===== src/rtl/hlb_pkg.sv =====
package hlb_pkg;
  typedef enum logic [1:0] {ST_IDLE, ST_CMD, ST_WDATA, ST_RWAIT} hlbState_e;

  // strobes from the sequencer to the datapath
  typedef struct packed {
    logic capReq;   // latch a new RAM-side request
    logic capRead;  // latch the addressed lane of the returned line
  } hlbStrobe_t;

  localparam logic [2:0] CMD_WRITE = 3'b000;
  localparam logic [2:0] CMD_READ  = 3'b001;
endpackage


===== src/rtl/hlb_ctrl.sv =====
module hlb_ctrl
  import hlb_pkg::*;
(
  input  logic       clk,
  input  logic       rstN,
  input  logic       calDone,
  input  logic       ramCeN,
  input  logic       isWrite,
  input  logic       uiRdy,
  input  logic       wdfRdy,
  input  logic       rdValid,
  input  logic       rdEnd,
  output hlbStrobe_t strobe,
  output logic       uiEn,
  output logic       wdfWren,
  output logic       wdfEnd,
  output logic       busy
);
  hlbState_e state, stateNext;

  always_comb begin
    strobe.capReq  = (state == ST_IDLE) && calDone && !ramCeN;
    strobe.capRead = (state == ST_RWAIT) && rdValid && rdEnd;
  end

  always_comb begin
    stateNext = state;
    unique case (state)
      ST_IDLE:  if (strobe.capReq) stateNext = ST_CMD;
      ST_CMD:   if (uiRdy) stateNext = isWrite ? ST_WDATA : ST_RWAIT;
      ST_WDATA: if (wdfRdy) stateNext = ST_IDLE;
      ST_RWAIT: if (strobe.capRead) stateNext = ST_IDLE;
      default:  stateNext = ST_IDLE;
    endcase
  end

  always_ff @(posedge clk) begin
    if (!rstN) state <= ST_IDLE;
    else       state <= stateNext;
  end

  assign uiEn    = (state == ST_CMD);
  assign wdfWren = (state == ST_WDATA);
  assign wdfEnd  = (state == ST_WDATA);
  assign busy    = (state != ST_IDLE);

  AST_NO_CMD_UNCAL: assert property (@(posedge clk) disable iff (!rstN)
    (!busy && !calDone) |=> !uiEn);
  AST_EN_HOLD: assert property (@(posedge clk) disable iff (!rstN)
    (uiEn && !uiRdy) |=> uiEn);
  AST_EN_DROP: assert property (@(posedge clk) disable iff (!rstN)
    (uiEn && uiRdy) |=> !uiEn);
  AST_WBEAT_HOLD: assert property (@(posedge clk) disable iff (!rstN)
    (wdfWren && !wdfRdy) |=> (wdfWren && wdfEnd));
  AST_WBEAT_DONE: assert property (@(posedge clk) disable iff (!rstN)
    (wdfWren && wdfRdy) |=> !busy);
endmodule


===== src/rtl/hlb_dp.sv =====
module hlb_dp
  import hlb_pkg::*;
#(
  parameter int ADDR_W = 27,
  parameter int LINE_W = 128
) (
  input  logic              clk,
  input  logic              rstN,
  input  hlbStrobe_t        strobe,
  input  logic [ADDR_W-1:0] ramAddr,
  input  logic              ramWeN,
  input  logic              ramUbN,
  input  logic              ramLbN,
  input  logic [15:0]       ramWrData,
  input  logic [LINE_W-1:0] lineIn,
  output logic              isWrite,
  output logic [ADDR_W-1:0] uiAddr,
  output logic [2:0]        uiCmd,
  output logic [LINE_W-1:0] wdfData,
  output logic [LINE_W/8-1:0] wdfMask,
  output logic [15:0]       ramRdData
);
  localparam int HALF_W = 16;
  localparam int LANES  = LINE_W / HALF_W;
  localparam int LANE_W = $clog2(LANES);
  localparam int MASK_W = LINE_W / 8;
  localparam int OFFS_W = $clog2(MASK_W);

  logic [ADDR_W-1:0] addrQ;
  logic              weQ, ubQ, lbQ;
  logic [HALF_W-1:0] wdQ;
  logic [LANE_W-1:0] laneSel;
  logic [HALF_W-1:0] laneData, rdPick;

  always_ff @(posedge clk) begin
    if (!rstN) begin
      addrQ <= '0;
      weQ   <= 1'b0;
      ubQ   <= 1'b0;
      lbQ   <= 1'b0;
      wdQ   <= '0;
    end else if (strobe.capReq) begin
      addrQ <= ramAddr;
      weQ   <= !ramWeN;
      ubQ   <= !ramUbN;
      lbQ   <= !ramLbN;
      wdQ   <= ramWrData;
    end
  end

  assign laneSel = addrQ[OFFS_W-1:1];
  assign isWrite = weQ;
  assign uiCmd   = weQ ? CMD_WRITE : CMD_READ;
  assign uiAddr  = {addrQ[ADDR_W-1:OFFS_W], {OFFS_W{1'b0}}};

  for (genvar l = 0; l < LANES; l++) begin : g_lane
    assign wdfData[l*HALF_W +: HALF_W] = wdQ;
    assign wdfMask[2*l]   = !((laneSel == LANE_W'(l)) && lbQ);
    assign wdfMask[2*l+1] = !((laneSel == LANE_W'(l)) && ubQ);
  end

  assign laneData = lineIn[laneSel*HALF_W +: HALF_W];
  assign rdPick   = (ubQ && !lbQ) ? {laneData[15:8], laneData[15:8]} : laneData;

  always_ff @(posedge clk) begin
    if (!rstN)               ramRdData <= '0;
    else if (strobe.capRead) ramRdData <= rdPick;
  end

  AST_CAP_FRESH: assert property (@(posedge clk) disable iff (!rstN)
    strobe.capReq |=> (uiAddr[OFFS_W-1:0] == '0 && isWrite == !$past(ramWeN)));
endmodule


===== src/rtl/halfword_line_bridge.sv =====
module halfword_line_bridge
  import hlb_pkg::*;
#(
  parameter int ADDR_W = 27,
  parameter int LINE_W = 128
) (
  input  logic                clk,
  input  logic                rstN,
  input  logic                calDone,
  input  logic [ADDR_W-1:0]   ramAddr,
  input  logic                ramCeN,
  input  logic                ramWeN,
  input  logic                ramUbN,
  input  logic                ramLbN,
  input  logic [15:0]         ramWrData,
  output logic [15:0]         ramRdData,
  output logic                ramBusy,
  output logic [ADDR_W-1:0]   uiAddr,
  output logic [2:0]          uiCmd,
  output logic                uiEn,
  input  logic                uiRdy,
  output logic [LINE_W-1:0]   wdfData,
  output logic [LINE_W/8-1:0] wdfMask,
  output logic                wdfWren,
  output logic                wdfEnd,
  input  logic                wdfRdy,
  input  logic [LINE_W-1:0]   rdData,
  input  logic                rdValid,
  input  logic                rdEnd
);
  hlbStrobe_t strobe;
  logic       isWrite;

  hlb_ctrl u_ctrl (
    .clk(clk), .rstN(rstN), .calDone(calDone), .ramCeN(ramCeN),
    .isWrite(isWrite), .uiRdy(uiRdy), .wdfRdy(wdfRdy), .rdValid(rdValid),
    .rdEnd(rdEnd), .strobe(strobe), .uiEn(uiEn), .wdfWren(wdfWren),
    .wdfEnd(wdfEnd), .busy(ramBusy)
  );

  hlb_dp #(.ADDR_W(ADDR_W), .LINE_W(LINE_W)) u_dp (
    .clk(clk), .rstN(rstN), .strobe(strobe), .ramAddr(ramAddr),
    .ramWeN(ramWeN), .ramUbN(ramUbN), .ramLbN(ramLbN), .ramWrData(ramWrData),
    .lineIn(rdData), .isWrite(isWrite), .uiAddr(uiAddr), .uiCmd(uiCmd),
    .wdfData(wdfData), .wdfMask(wdfMask), .ramRdData(ramRdData)
  );

  AST_MASK_NARROW: assert property (@(posedge clk) disable iff (!rstN)
    wdfWren |-> ($countones(~wdfMask) <= 2));
  AST_ADDR_STABLE: assert property (@(posedge clk) disable iff (!rstN)
    (ramBusy ##1 ramBusy) |-> $stable(uiAddr));
endmodule


===== config.mk =====
export PLATFORM = sky130hd
export DESIGN_NAME = halfword_line_bridge
export DESIGN_NICKNAME = d
export VERILOG_FILES = /design/src/rtl/hlb_pkg.sv /design/src/rtl/hlb_ctrl.sv /design/src/rtl/hlb_dp.sv /design/src/rtl/halfword_line_bridge.sv
export SDC_FILE = /design/constraint.sdc
export NUM_CORES = 1
export LEC_CHECK = 0
export BUFFER_PORTS_ARGS = -buffer_cell sky130_fd_sc_hd__buf_4
export CORE_AREA = 2 2 144 146
export CTS_CLUSTER_SIZE = 40
export DETAILED_ROUTE_END_ITERATION = 8
export DIE_AREA = 0 0 146 148
export SYNTH_ARGS = -nofsm -noshare
export SYNTH_HDL_FRONTEND = slang
export SYNTH_SLANG_ARGS = --single-unit

===== constraint.sdc =====
create_clock -name clk -period 4.5 [get_ports clk]
set_clock_uncertainty 0.2 [all_clocks]
set_input_delay 0.225 -clock clk [delete_from_list [all_inputs] [get_ports clk]]
set_output_delay 0.225 -clock clk [all_outputs]
set_load 0.01 [all_outputs]

---- Word-level counts from Yosys, hierarchy flattened ----
Index checks and enable logic that the tools add are counted.
operators by class
  $add $sub $neg .......................... 0
  $mul .................................... 0
  divide/modulo/power cells ............... 0
  $lt $le $gt $ge ......................... 0
  equal/unequal tests ..................... 14
  shift-type cells ........................ 1
  multiplexer cells ....................... 8
  bitwise gates (word level) .............. 0
  reductions and logical operators ........ 46
operator list
  cell                                                              count
  128-bit by 8-bit indexed part select with 16-bit output           1
  1-bit logical AND                                                 21
  1-bit logical NOT                                                 21
  3-bit == test (second input constant)                             4
  2-bit 2-to-1 mux                                                  4
  8-bit 2-to-1 mux                                                  1
  2-bit one-hot mux with 4 select lines                             1
  3-bit by 2-bit == test with 1-bit output (second input constant)  2
  2-bit == test (second input constant)                             2
  2-bit by 1-bit != test with 1-bit output (second input constant)  2
  2-bit != test (second input constant)                             2
  4-bit AND reduction                                               1
  3-bit by 1-bit == test with 1-bit output (second input constant)  1
  3-bit logical NOT                                                 1
  2-bit by 1-bit == test with 1-bit output (second input constant)  1
  2-bit logical NOT                                                 1
  1-bit 2-to-1 mux                                                  2
  2-bit nonzero test                                                1
word-level totals
  register bits ........................... 64
  latch bits .............................. 0
  bits in writable memories ............... 0
  ROM bits ................................ 0
  input bits .............................. 182
  output and inout bits ................... 194
  logic and storage cells ................. 76
  memories ................................ 0

---- Longest topological paths before layout ----
  depth after elaboration ................. 5
  gate-level depth with buffers ........... 8
  gate-level depth less buffers ........... 4

---- Modules after synthesis ----
From an unflattened synthesis, not the netlist that was laid out.
unflattened totals
  cell total of the unflattened synthesis .. 483
  area total of the unflattened synthesis .. 4683.2 µm²
by module, submodules not included
  module    times used  cells an instance  area an instance (µm²)  seq. area each (µm²)
  hlb_dp    1           463                4533.1                  1221.2
  hlb_ctrl  1           20                 150.1                   40.0

---- Least setup slack after synthesis ----
OpenSTA, ideal clock, no wires.
  path type ............................... register to register
  from .................................... reg u_dp.addrQ[2]
  to ...................................... reg u_dp.ramRdData[2]
  setup time .............................. 0.122 ns
  data arrival time ....................... 1.405 ns
  data required time ...................... 4.178 ns
  path slack .............................. 2.773 ns
  stages on the path, launching flop included .. 7
  buffers on the path ..................... 2
  period minus slack after synthesis ...... 1.727 ns
  cells stage by stage .................... dfxtp_1 > buf_6 > buf_6 > mux2i_1 > a21oi_1 > or2_2 > a311o_1
between the ends
  word-level cells in the longest chain between the ends .. 2
ends and longest elaborated chain
  what                                                     RTL line      RTL
  start, declared                                          hlb_dp.sv:29  logic [ADDR_W-1:0] addrQ;
  start signal, assigned                                   hlb_dp.sv:43  addrQ <= ramAddr;
  128-bit by 8-bit indexed part select with 16-bit output  hlb_dp.sv:62  assign laneData = lineIn[laneSel*HALF_W +: HALF_W];
  8-bit 2-to-1 mux                                         hlb_dp.sv:63  assign rdPick = (ubQ && !lbQ) ? {laneData[15:8], laneData[15:8]} : laneData;
  end signal, assigned                                     hlb_dp.sv:67  else if (strobe.capRead) ramRdData <= rdPick;
  end, declared                                            hlb_dp.sv:21  output logic [15:0] ramRdData
Every way passes these cells.
A chain may end at the register's enable or synchronous reset.

---- Worst setup path in the final report ----
  from .................................... reg u_dp.addrQ[3]
  to ...................................... out wdfMask[11]
between the ends
  word-level cells in the longest chain between the ends .. 3
ends and longest elaborated chain
  what               RTL line                    RTL
  3-bit == test      hlb_dp.sv:59                assign wdfMask[2*l+1] = !((laneSel == LANE_W'(l)) && ubQ);
  1-bit logical AND  hlb_dp.sv:59
  1-bit logical NOT  hlb_dp.sv:59
  end, declared      halfword_line_bridge.sv:23  output logic [LINE_W/8-1:0] wdfMask,
Every way passes these cells.

==> results <==
- The run finished with clean final reports.
- Routability-driven placement finished with a final weighted congestion of 0.781.
- The region available for standard cell placement spans 20,000 um2.
- The worst slew margin relative to its limit is 25.7%.
- The peak supply drop is 0.192 mV.
- The count of cell types in the netlist is 51.
- Setup repair after global routing left no endpoint under its margin.
- Measured along the x axis, the die boundary spans 146 um.
- The number of clock buffers added by TritonCTS is 9.
- The critical path data arrival time is 2350 ps.
- For the worst setup path, the data required time is 4070 ps.
- Once routing completed, OpenROAD measured the worst setup slack at 1720 ps.
- The category of the worst setup path capture point is an output port.
- The first global-routing pass estimated 26.0 mm of wire.
- The proportion of synthesized chip area in sequential cells is 26.8%.
- The post-CTS clock slew at the launch and capture registers of the worst setup and hold paths is 60 ps.
- The final layout contains routed wiring with a total length of 17.4 mm.
- The post-route netlist has 49.8% of its cells at a drive strength greater than 1.
- The kind of critical path is reg2out.
- In the final layout, flip-flops and latches occupy 1260 um2.
- The clock tree from TritonCTS is done.
- After synthesis, the largest area contributor takes up 26.8% of total cell area.
- 0 antenna diodes ended up in the layout.
- In the synthesized netlist the dominant register cell turns out to be dfxtp_1.
- The shortest period the worst path allows is 2780 ps.
- After the last flow step, the layout net total stands at 1,020.
- After synthesis the netlist holds a flip-flop and latch count of 63.
- The first routing iteration left 172 violations.
- In the final timing run, aggregate negative setup slack is 0 ps.
- The pin count of the biggest net entering global routing is 49.
- The number of DRC violations after detailed routing is 0.
- The area overhead of the layout relative to synthesis is 55.4%.
- Port buffering added 368 buffers.
- During synthesis, Yosys emitted a total of 0 warnings.
- Detailed placement ended at an HPWL of 13.3 mm.
- The floorplan has 52 rows.
- Clock tree synthesis found a total of 63 sinks.
- The fraction of registers with async set or reset after synthesis is 0%.
- The initial antenna violation count came to 0.
- The number of vias after detailed routing is 4,886.
- The slew at the pin closest to its max-slew limit is 1110 ps.
- The tool flagged a number of max-cap violations equal to 0.
- In the post-synthesis netlist, the biggest area contributors are dfxtp_1 27%, buf_4 24%, nand2_1 8.1%.
- Setup violations remaining at the end of the flow were counted as 0.
- CTS placed an instance of clkbuf_16 at the clock tree root.
- The most area-hungry cell type in the Yosys netlist is dfxtp_1.
- Global routing finished with a remaining overflow of 0.
- The hold path depth is 4.
- In this run the count of I/O pins placed on the die edge is 376.
- The final count of hold timing violations was 0.
- After detailed placement, the total cell area comes to 6550 um2.
- Summing all non-filler instances in the final layout gives an area of 7310 um2.
- The initial utilization of the core area, before any placement, comes to 23.5%.
- The total count of max-transition violations in the final report is 0.
- The first-pass detailed-route iteration total is 4.
- In the final layout, the multi-input gates occupy 2110 um2.
- The clock tree buffer depth is 2.
- Using the TritonRoute via totals, the vias-per-cell ratio works out to 4.39.
- The total standard cell area after synthesis is 4700 um2.
- Final hold analysis gives a worst-case slack of 31.7 ps.
- For this run, the top clock speed supported by timing is 360 MHz.
- The average routed wire per standard cell is 15.6 um.
- OpenSTA, run right after detailed placement, puts the worst setup slack at 1830 ps.
- The sort of element at the start of the critical path is a flop.
- The largest fanout of any net on the critical path is 41.
- For the worst flop-to-flop path, the logic depth is 4.
- The share of the clock period used by the worst path is 61.8%.
- The leakage power is 3.33 nW.
- Once detail routing completed, the nets flagged for antenna violations numbered 0.
- The H-tree level count is 3.
- The insertion delay to the later sink of the worst-skew pair is 330 ps.
- The type of the tightest min-delay check is in2reg.
- In this run, synthesis inferred 0 flip-flops with an integrated enable.
- The count of mapped cells out of synthesis is 585.
- After clock tree synthesis, the setup repair step added 0 buffers.
- The power density of the placed cells is 246 nW/um2.
- The via count of the first global-routing pass came to 4,662.
- The die covers 21,600 um2.
- Dividing the synthesized area by the synthesized cell count gives 8.04 um2.
- The filler cell count is 2,099.
- The floorplan die height is 148 um.
- The number of gates given a new drive strength after cts is 0.
- The combined global-route utilization of all metal layers is 15.2%.
-- final timing paths --
| check | start | endpoint | slack, ps |
|---|---|---|---|
| worst max-delay path | u_dp.addrQ[3]$_SDFFE_PN0P_ | wdfMask[11] | 1720 |
| worst max register to register | u_dp.addrQ[2]$_SDFFE_PN0P_ | u_dp.ramRdData[2]$_SDFFE_PN0P_ | 1790 |
| worst min register to register | u_dp.addrQ[23]$_SDFFE_PN0P_ | u_dp.addrQ[23]$_SDFFE_PN0P_ | 260 |
| worst min-delay path | wdfRdy | u_ctrl.state[1]$_SDFFE_PN0P_ | 30 |
-- cells by family after synthesis --
kind of cell	synth area share [%]
buffers and inverters	28.9
AND/OR/NAND/NOR	16.4
AO/OA/AOI/OAI	16.4
flip-flops	26.8
multiplexers	11.4
other	0.0797
-- final cells by class --
type | instances | area share (%)
clock buffer | 10 | 3.13
clock inverter | 6 | 0.959
inverter | 8 | 0.411
multi-input combinational | 336 | 28.9
sequential | 63 | 17.3
tap | 270 | 4.62
timing repair buffer | 420 | 44.7
-- synthesized netlist by cell type, types with 2 or more instances --
cell	n
buf_6	2
nor4_1	2
a21oi_1	53
a211o_1	3
buf_12	2
clkinv_1	2
a221oi_1	6
mux2i_1	20
or2_2	4
dfxtp_1	63
inv_1	6
a22oi_1	2
mux4_2	4
clkbuf_1	11
o2111ai_1	3
nand3b_1	2
nand2b_1	5
buf_2	18
buf_4	149
nor4b_1	2
o21ai_0	9
nor2_1	14
o211ai_1	6
a211oi_1	8
nor2b_1	13
nand2_1	101
a32oi_1	3
o22ai_1	7
mux2_2	15
a31oi_1	2
o221ai_1	6
mux4_1	3
a31o_2	2
nand3_1	16
nand4_1	5
-- cells in the final DEF, fill, tap and decap left out, types with 4 or more instances in the layout --
| master | Yosys | routed |
|---|---|---|
| o211ai_1 | 6 | 6 |
| dlygate4sd3_1 | 0 | 46 |
| mux2i_1 | 20 | 20 |
| a221oi_1 | 6 | 6 |
| mux2_2 | 15 | 15 |
| nand2b_1 | 5 | 5 |
| o221ai_1 | 6 | 6 |
| o21ai_0 | 9 | 9 |
| nor2b_1 | 13 | 13 |
| a21oi_1 | 53 | 53 |
| buf_4 | 149 | 374 |
| mux4_2 | 4 | 4 |
| nand3_1 | 16 | 16 |
| o22ai_1 | 7 | 7 |
| clkbuf_16 | 0 | 9 |
| conb_1 | 1 | 6 |
| or2_2 | 4 | 4 |
| nand2_1 | 101 | 101 |
| a211oi_1 | 8 | 8 |
| inv_1 | 6 | 5 |
| dfxtp_1 | 63 | 61 |
| nand4_1 | 5 | 5 |
| nor2_1 | 14 | 13 |
-- per-stage QoR --
stage | util, % | instances | power, W
global route | 36.5 | 1113 | 0.00189
finish | 36.5 | 1113 | 0.00179
floorplan | - | 590 | 0.000894
global placement | 32.7 | 1051 | 0.00107
CTS | 36.5 | 1113 | 0.00183
detailed placement | 32.7 | 1051 | 0.00108
-- sequential cells by signal, indices dropped and copies added (netlist names) --
signal	count
u_dp.lbQ	1
u_dp.isWrite	1
u_dp.ubQ	1
u_ctrl.state	2
u_dp.wdQ	16
u_dp.addrQ	26
u_dp.ramRdData	16
-- timing repair --
item,in CTS,in global routing
hold endpoints to repair,47,0
endpoints found under the setup margin,0,0
hold buffers,46,0
-- report_power, final --
| part | internal [W] | switching (W) | leakage, nW |
|---|---|---|---|
| Sequential | 0.000581 | 0.0000420 | 0.513 |
| Combinational | 0.000274 | 0.000197 | 2.67 |
| Clock | 0.000432 | 0.000268 | 0.147 |
-- metal layers --
layer  part of all wire (%)  global-route usage (%)  up-vias  wire (um)
met1                     42                    19.3     2264       7240
met5                      0                       0        -          0
li1                       -                       -     2381          -
met3                    7.4                    4.14       22       1290
met4                    1.6                    4.03        0        272
met2                     49                    25.5      219       8600
-- critical path: stages, from the launching register on --
cell      delay [ps]
dfxtp_2          890
clkinv_1         590
nor2_1           260
nand3_1          100
buf_4            170
(Power assumes the default switching activity.)
